$ cat config.mk
export PLATFORM = sky130hd
export DESIGN_NAME = bdiv_tick_gen
export DESIGN_NICKNAME = d
export VERILOG_FILES = /design/src/rtl/bdiv_pkg.sv /design/src/rtl/bdiv_stage.sv /design/src/rtl/bdiv_cfg_hold.sv /design/src/rtl/bdiv_tick_gen.sv
export SDC_FILE = /design/constraint.sdc
export NUM_CORES = 1
export LEC_CHECK = 0
export BUFFER_PORTS_ARGS = -buffer_cell sky130_fd_sc_hd__buf_4
export CORE_MARGIN = 2
export CORE_UTILIZATION = 27
export DETAILED_ROUTE_END_ITERATION = 7
export GPL_TIMING_DRIVEN = 1
export PLACE_DENSITY_LB_ADDON = 0.08
export SETUP_SLACK_MARGIN = 0.05
export SLEW_MARGIN = 15
export SYNTH_ARGS = -nofsm -noshare
export SYNTH_HDL_FRONTEND = slang
export SYNTH_SLANG_ARGS = --single-unit
$ cat constraint.sdc
create_clock -name clk -period 5.47 [get_ports clk]
set_clock_uncertainty 0.1 [all_clocks]
set_input_delay 1.094 -clock clk [delete_from_list [all_inputs] [get_ports clk]]
set_output_delay 1.094 -clock clk [all_outputs]
set_load 0.05 [all_outputs]
$ cat src/rtl/bdiv_pkg.sv
package bdiv_pkg;
    localparam int TIME_W   = 8;
    localparam int EXP_W    = 3;
    localparam int FIX_DIV  = 4;
    localparam int LIN_STEP = 4;
    localparam int FIX_W    = $clog2(FIX_DIV);
    localparam int LIN_W    = TIME_W + $clog2(LIN_STEP);
    localparam int POW_W    = (1 << EXP_W) - 1;

    typedef struct packed {
        logic [TIME_W-1:0] m;
        logic [EXP_W-1:0]  e;
    } bdiv_cfg_t;

    localparam bdiv_cfg_t CFG_RESET = '{m: TIME_W'(1), e: '0};

    function automatic bdiv_cfg_t clean_cfg(input logic [TIME_W-1:0] m,
                                            input logic [EXP_W-1:0]  e);
        bdiv_cfg_t c;
        c.m = (m == '0) ? TIME_W'(1) : m;
        c.e = e;
        return c;
    endfunction

    function automatic logic [LIN_W-1:0] lin_last(input logic [TIME_W-1:0] m);
        return LIN_W'(LIN_STEP) * LIN_W'(m);
    endfunction

    function automatic logic [POW_W-1:0] pow_last(input logic [EXP_W-1:0] e);
        return POW_W'((32'd1 << e) - 32'd1);
    endfunction
endpackage

$ cat src/rtl/bdiv_stage.sv
module bdiv_stage #(
    parameter int W = 4
) (
    input  logic         clk,
    input  logic         rst,
    input  logic         hold,
    input  logic         adv,
    input  logic [W-1:0] last,
    output logic         at_last
);
    logic [W-1:0] cnt;

    always_ff @(posedge clk) begin
        if (rst || hold)
            cnt <= '0;
        else if (adv)
            cnt <= (cnt == last) ? '0 : cnt + W'(1);
    end

    assign at_last = (cnt == last);

    // a stage never runs past its terminal value
    a_r2_no_overflow: assert property (@(posedge clk) disable iff (rst)
        cnt <= last);
endmodule

$ cat src/rtl/bdiv_cfg_hold.sv
module bdiv_cfg_hold
    import bdiv_pkg::*;
(
    input  logic      clk,
    input  logic      rst,
    input  logic      load,
    input  bdiv_cfg_t cfg_in,
    output bdiv_cfg_t cfg_q
);
    always_ff @(posedge clk) begin
        if (rst)
            cfg_q <= CFG_RESET;
        else if (load)
            cfg_q <= cfg_in;
    end

    // the stored timing value is never zero
    a_r6_nonzero_timing: assert property (@(posedge clk) disable iff (rst)
        cfg_q.m != '0);
endmodule

$ cat src/rtl/bdiv_tick_gen.sv
module bdiv_tick_gen
    import bdiv_pkg::*;
(
    input  logic              clk,
    input  logic              rst,
    input  logic              run,
    input  logic [TIME_W-1:0] timing_val,
    input  logic [EXP_W-1:0]  div_exp,
    output logic              tick,
    output logic [TIME_W-1:0] act_timing,
    output logic [EXP_W-1:0]  act_exp
);
    bdiv_cfg_t cfg_now;
    logic      fix_last, lin_end, pow_end;
    logic      adv_lin, adv_pow, wrap;
    logic      tick_q;

    assign adv_lin = run && fix_last;
    assign adv_pow = adv_lin && lin_end;
    assign wrap    = adv_pow && pow_end;

    bdiv_cfg_hold u_cfg (
        .clk    (clk),
        .rst    (rst),
        .load   (!run || wrap),
        .cfg_in (clean_cfg(timing_val, div_exp)),
        .cfg_q  (cfg_now)
    );

    bdiv_stage #(.W(FIX_W)) u_fix (
        .clk     (clk),
        .rst     (rst),
        .hold    (!run),
        .adv     (run),
        .last    (FIX_W'(FIX_DIV - 1)),
        .at_last (fix_last)
    );

    bdiv_stage #(.W(LIN_W)) u_lin (
        .clk     (clk),
        .rst     (rst),
        .hold    (!run),
        .adv     (adv_lin),
        .last    (lin_last(cfg_now.m)),
        .at_last (lin_end)
    );

    bdiv_stage #(.W(POW_W)) u_pow (
        .clk     (clk),
        .rst     (rst),
        .hold    (!run),
        .adv     (adv_pow),
        .last    (pow_last(cfg_now.e)),
        .at_last (pow_end)
    );

    always_ff @(posedge clk) begin
        if (rst)
            tick_q <= 1'b0;
        else
            tick_q <= wrap;
    end

    assign tick       = tick_q;
    assign act_timing = cfg_now.m;
    assign act_exp    = cfg_now.e;

    // the pulse is one cycle wide
    a_r3_single_pulse: assert property (@(posedge clk) disable iff (rst)
        tick |=> !tick);

    // no pulse follows a cycle with the divider stopped
    a_r5_quiet_when_off: assert property (@(posedge clk) disable iff (rst)
        !run |=> !tick);

    // settings in use hold steady inside a running period
    a_r7_settings_hold: assert property (@(posedge clk) disable iff (rst)
        (run && !wrap) |=> $stable(cfg_now));
endmodule

### Word-level counts from Yosys, hierarchy flattened

Index checks and enable logic that the tools add are counted.

| operators by class | value |
|---|---|
| order comparisons | 0 |
| bitwise logic cells | 0 |
| multiply operators | 0 |
| multiplexer cells | 4 |
| reduce and logical (&&, ||, !) cells | 7 |
| $add $sub $neg | 4 |
| div/mod/pow operators | 0 |
| shifts and indexed selects | 1 |
| equal/unequal tests | 3 |

Operators with widths:

| cell | number |
|---|---|
| 10-bit by 1-bit adder with 10-bit output (second input constant) | 1 |
| 10-bit == test | 1 |
| 10-bit 2-to-1 mux | 1 |
| 8-bit logical NOT | 1 |
| 8-bit 2-to-1 mux | 1 |
| 7-bit by 1-bit adder with 7-bit output (second input constant) | 1 |
| 7-bit == test | 1 |
| 7-bit 2-to-1 mux | 1 |
| 1-bit by 3-bit left shift with 7-bit output (first input constant) | 1 |
| 7-bit by 1-bit subtractor with 7-bit output (second input constant) | 1 |
| 1-bit logical AND | 3 |
| 2-bit by 1-bit adder with 2-bit output (second input constant) | 1 |
| 2-bit == test (second input constant) | 1 |
| 1-bit logical OR | 2 |
| 2-bit 2-to-1 mux | 1 |
| 1-bit logical NOT | 1 |

| storage, ports and cells | value |
|---|---|
| word-level logic and storage cells | 25 |
| memories kept | 0 |
| input port bits | 14 |
| output and inout bits | 12 |
| bits in latches | 0 |
| register bits | 31 |
| bits in read-only memories | 0 |
| memory bits (writable) | 0 |

### Logic depth before layout (Yosys ltp)

| logic depth | value |
|---|---|
| depth in word-level cells | 5 |
| depth in mapped cells | 7 |
| mapped depth without buffers | 6 |

### By module

From an unflattened synthesis, not the netlist that was laid out.

| second synthesis, totals | value |
|---|---|
| cells, all modules | 187 |
| area total of the unflattened synthesis | 1,689.1 µm² |

By module, submodules not included:

| module | seq. area each (µm²) | instances | cells an instance | area an instance (µm²) |
|---|---|---|---|---|
| bdiv_stage (u_lin) | 200.2 | 1 | 68 | 626.9 |
| bdiv_cfg_hold | 220.2 | 1 | 35 | 390.4 |
| bdiv_stage (u_pow) | 140.1 | 1 | 43 | 387.9 |
| bdiv_tick_gen | 20.0 | 1 | 27 | 157.7 |
| bdiv_stage (u_fix) | 40.0 | 1 | 14 | 126.4 |

### Worst setup path before layout

No wires, ideal clock.

| timing path | value |
|---|---|
| path kind | input-to-reg |
| start | input port run |
| end | register u_pow.cnt[0] |
| buffers on the path | 2 |
| library setup time | 0.070 ns |
| path slack | 2.967 ns |
| required time | 5.300 ns |
| arrival time | 2.333 ns |
| stages | 6 |
| cell sequence | clkbuf_1 > nand4_1 > or3_4 > buf_6 > a311o_1 > a21oi_1 |

| on the way | value |
|---|---|
| word-level cells in the longest chain between the ends | 2 |
| elaborated cells between the ends (all ways) | 4 |
| classes of those cells | reduce/logical: 4 |

Ends and longest elaborated chain:

| item | RTL line | text |
|---|---|---|
| start: declaration | bdiv_tick_gen.sv:6 | `input logic run,` |
| 1-bit logical AND or 1-bit logical NOT (tied branches) | bdiv_tick_gen.sv:18, bdiv_tick_gen.sv:51 |  |
| 1-bit logical AND or 1-bit logical OR (tied branches) | bdiv_tick_gen.sv:19, bdiv_stage.sv:14 |  |
| end signal: assignment | bdiv_stage.sv:17 | `cnt <= (cnt == last) ? '0 : cnt + W'(1);` |
| end: declaration | bdiv_stage.sv:11 | `logic [W-1:0] cnt;` |

Several ways; a longest one is shown, not always the timed one.
A chain may end at the register's enable or synchronous reset.

### Final worst setup path

| timing path | value |
|---|---|
| start | input port run |
| end | register u_lin.cnt[3] |

| on the way | value |
|---|---|
| word-level cells in the longest chain between the ends | 2 |
| elaborated cells between the ends (all ways) | 3 |
| classes of those cells | reduce/logical: 3 |

Ends and longest elaborated chain:

| item | RTL line | text |
|---|---|---|
| 1-bit logical NOT | bdiv_tick_gen.sv:42 | `.hold (!run),` |
| 1-bit logical OR | bdiv_stage.sv:14 | `if (rst \|\| hold)` |
| end signal: assignment | bdiv_stage.sv:17 |  |
| end: declaration | bdiv_stage.sv:11 |  |

Several ways; a longest one is shown, not always the timed one.

==> impl_metrics.csv <==
group,metric,value,unit
synth,yosysMostFrequentCell,"dfxtp_1",
job,drv_cap,0,
clocking,cts_setup_buffers,0,
synth,synth_top_area_share,0.314,
hold_path,hold_class,"reg2reg",
setup_path,cp-start-kind,"input pin",
power_and_ir_drop,irDropWorstVdd,0.0815,mV
floorplan,start_util,0.275,
global_routing,grt_pass1_vias,1709,
floorplan,io_pins,26,
setup_path,crit_slowest_cell,"nor2b_1",
place,place_congestion,0.708,
timing,setup_ws,2880,ps
global_routing,grt_pass1_wl,9170,um
layout,fin_area,0.00229,mm2
status,status,"complete, no violations",
clocking,cts-root-buf,"clkbuf_8",
clocking,clock_path_buffers,2,
routing,dr.pass1.iters,4,
synth,synth.area.top_cells,"dfxtp_1 (31%), xnor2_1 (4.4%), nor2_1 (4.4%)",
clocking,clock_latency,290,ps
setup_path,cp.required,5590,ps
global_routing,grt_max_degree,37,
floorplan,placementRows,31,
routing,drt-total-wl,5540,um
clocking,cts_resized,0,
timing,slew_violations,0,
clocking,htree_levels,2,
timing,fin_setup_tns,0,ps
setup_path,slowest_delay,710,ps
setup_path,path_max_fanout,26,
synth,synth_largest_area_cell,"dfxtp_1",
clocking,path_clk_slew,70,ps
power_and_ir_drop,p_leak,0.789,nW
global_routing,overflow,0,
synth,synth.top_cells.by_count,"dfxtp_1 (31), nor2_1 (23), nand2_1 (21)",
timing,tightest_slew,818,ps
layout,area_delta_synth_final,15.8,%
clocking,cts-buffers-inserted,5,
routing,vias,1850,
place,dpl.hpwl,3680,um
timing,finalCritPeriodShare,0.473,
routing,drcViolationCount,0,
synth,synthCells,247,
synth,ys.flop_type,"dfxtp_1",
layout,layout-drive-gt1-share,0.154,
synth,synth_cell_types,44,
power_and_ir_drop,power_density,247,mW/mm2
layout,register_area,621,um2
setup_path,worstSetupEndpointType,"flip-flop",
layout,final_cell_count_no_fill,359,
floorplan,core-area,0.00718,mm2
floorplan,die_w,89.5,um
global_routing,track_usage,0.151,
setup_path,criticalPathCategory,"in2reg",
routing,viasPerCell,5.15,
synth,syn_area,0.00197,mm2
place,postPlaceCellArea,0.00220,mm2
synth,synth-async-reset-ratio,0,
timing,finalHoldViolCount,0,
timing,min_period,2590,ps
layout,multi_input_area,0.00125,mm2
layout,fillCellCount,765,
timing,rsz0062_at_grt,"false",
routing,wire_per_inst,15.4,um
floorplan,die_area,0.00801,mm2
synth,ys_warn_count,0,
synth,synth_seq_cells,31,
global_routing,antenna_found_initial,0,
synth,yosysSeqAreaShare,0.314,
layout,antenna_cells,0,
routing,postRouteAntennaNets,0,
clocking,ctsHoldBuffers,0,
timing,slew_headroom,0.453,
timing,setup_violations,0,
synth,synth_edf_count,0,
place,dp.cells,352,
floorplan,die_h,89.5,um
synth,syn_avg_cell_area,7.99,um2
setup_path,arrival,2710,ps
place,pre_cts_ws,2560,ps
setup_path,path_cells,"buf_4, nor2b_1, nand2_1, nor2_1",
place,numPortBuffers,25,
synth,syn_nets,265,
timing,fmax,386,MHz
clocking,clkSinkCount,31,
clocking,cts_tree,"done",
layout,nNetsFinal,278,
routing,dr.first_iter.drc_count,90,
[final timing paths]
kind / cells past startpoint / start / end / slack [ps]
worst max-delay path: 4 / run / u_lin.cnt[3] / 2880
worst min-delay path: 1 / u_fix.cnt[0] / u_fix.cnt[0] / 340
worst max register to register: 5 / u_cfg.cfg_q[1] / u_cfg.cfg_q[6] / 3180
worst min register to register: 1 / u_fix.cnt[0] / u_fix.cnt[0] / 340
[state kept, by name, indices dropped and copies added (netlist names)]
signal and count:
tick 1, u_cfg.cfg_q 11, u_fix.cnt 2, u_lin.cnt 10, u_pow.cnt 7
[area by class of cell]
cell class,count,area share
clock buffers,6,0.0361
clock inverters,1,0.00219
inverters,2,0.00328
multi-input cells,194,0.547
flip-flops and latches,31,0.271
well taps,99,0.0542
repair buffers,26,0.0854
[layer usage]
metal | global-route usage | wire [um] | part of all wire | vias up
li1 | - | - | - | 942
met3 | 0.0351 | 173 | 0.031 | 8
met1 | 0.205 | 2820 | 0.51 | 876
met2 | 0.234 | 2460 | 0.44 | 24
met4 | 0.0529 | 84 | 0.015 | 0
met5 | 0 | 0 | 0 | -
[cell families (layout without fill, tap and decap cells)]
family / count (synthesis) / count (layout) / synth area share
buffers and inverters: 22 / 35 / 0.0520
adder cells (fa/ha/maj): 4 / 4 / 0.0253
multiplexers: 2 / 2 / 0.0101
AND/OR/NAND/NOR: 115 / 115 / 0.309
AO/OA/AOI/OAI: 55 / 55 / 0.210
flip-flops: 31 / 31 / 0.314
XOR/XNOR: 18 / 18 / 0.0798
[critical path, delay by kind of cell]
family                 cells  cell delay, ps
AND/OR/NAND/NOR            3            1330
buffers and inverters      1             270
[layout by cell type, fill, tap and decap left out, types with 3 or more instances in the layout]
cell and n:
a21oi_1 12, and3_1 3, buf_4 26, clkbuf_8 6
dfxtp_1 31, ha_1 4, nand2_1 21, nand2b_1 13
nand3_1 17, nand4_1 4, nor2_1 23, nor3_1 9
nor3b_1 11, nor4_1 3, o211ai_1 3, o311ai_0 6
o311ai_1 9, o31ai_1 10, xnor2_1 10, xor2_1 8
[metrics by stage]
step	total power, mW	hold slack (ps)	util
final	0.565	342	0.319
after floorplan	0.341	308	-
after detailed placement	0.382	327	0.306
after global routing	0.594	373	0.319
after CTS	0.572	338	0.319
after global placement	0.382	327	0.306
[power by group]
group / switching, mW / internal [mW]
clock: 0.0898 / 0.0987
sequential: 0.0122 / 0.234
combinational: 0.0876 / 0.0424
No activity file was read; power rests on OpenSTA's default activity.
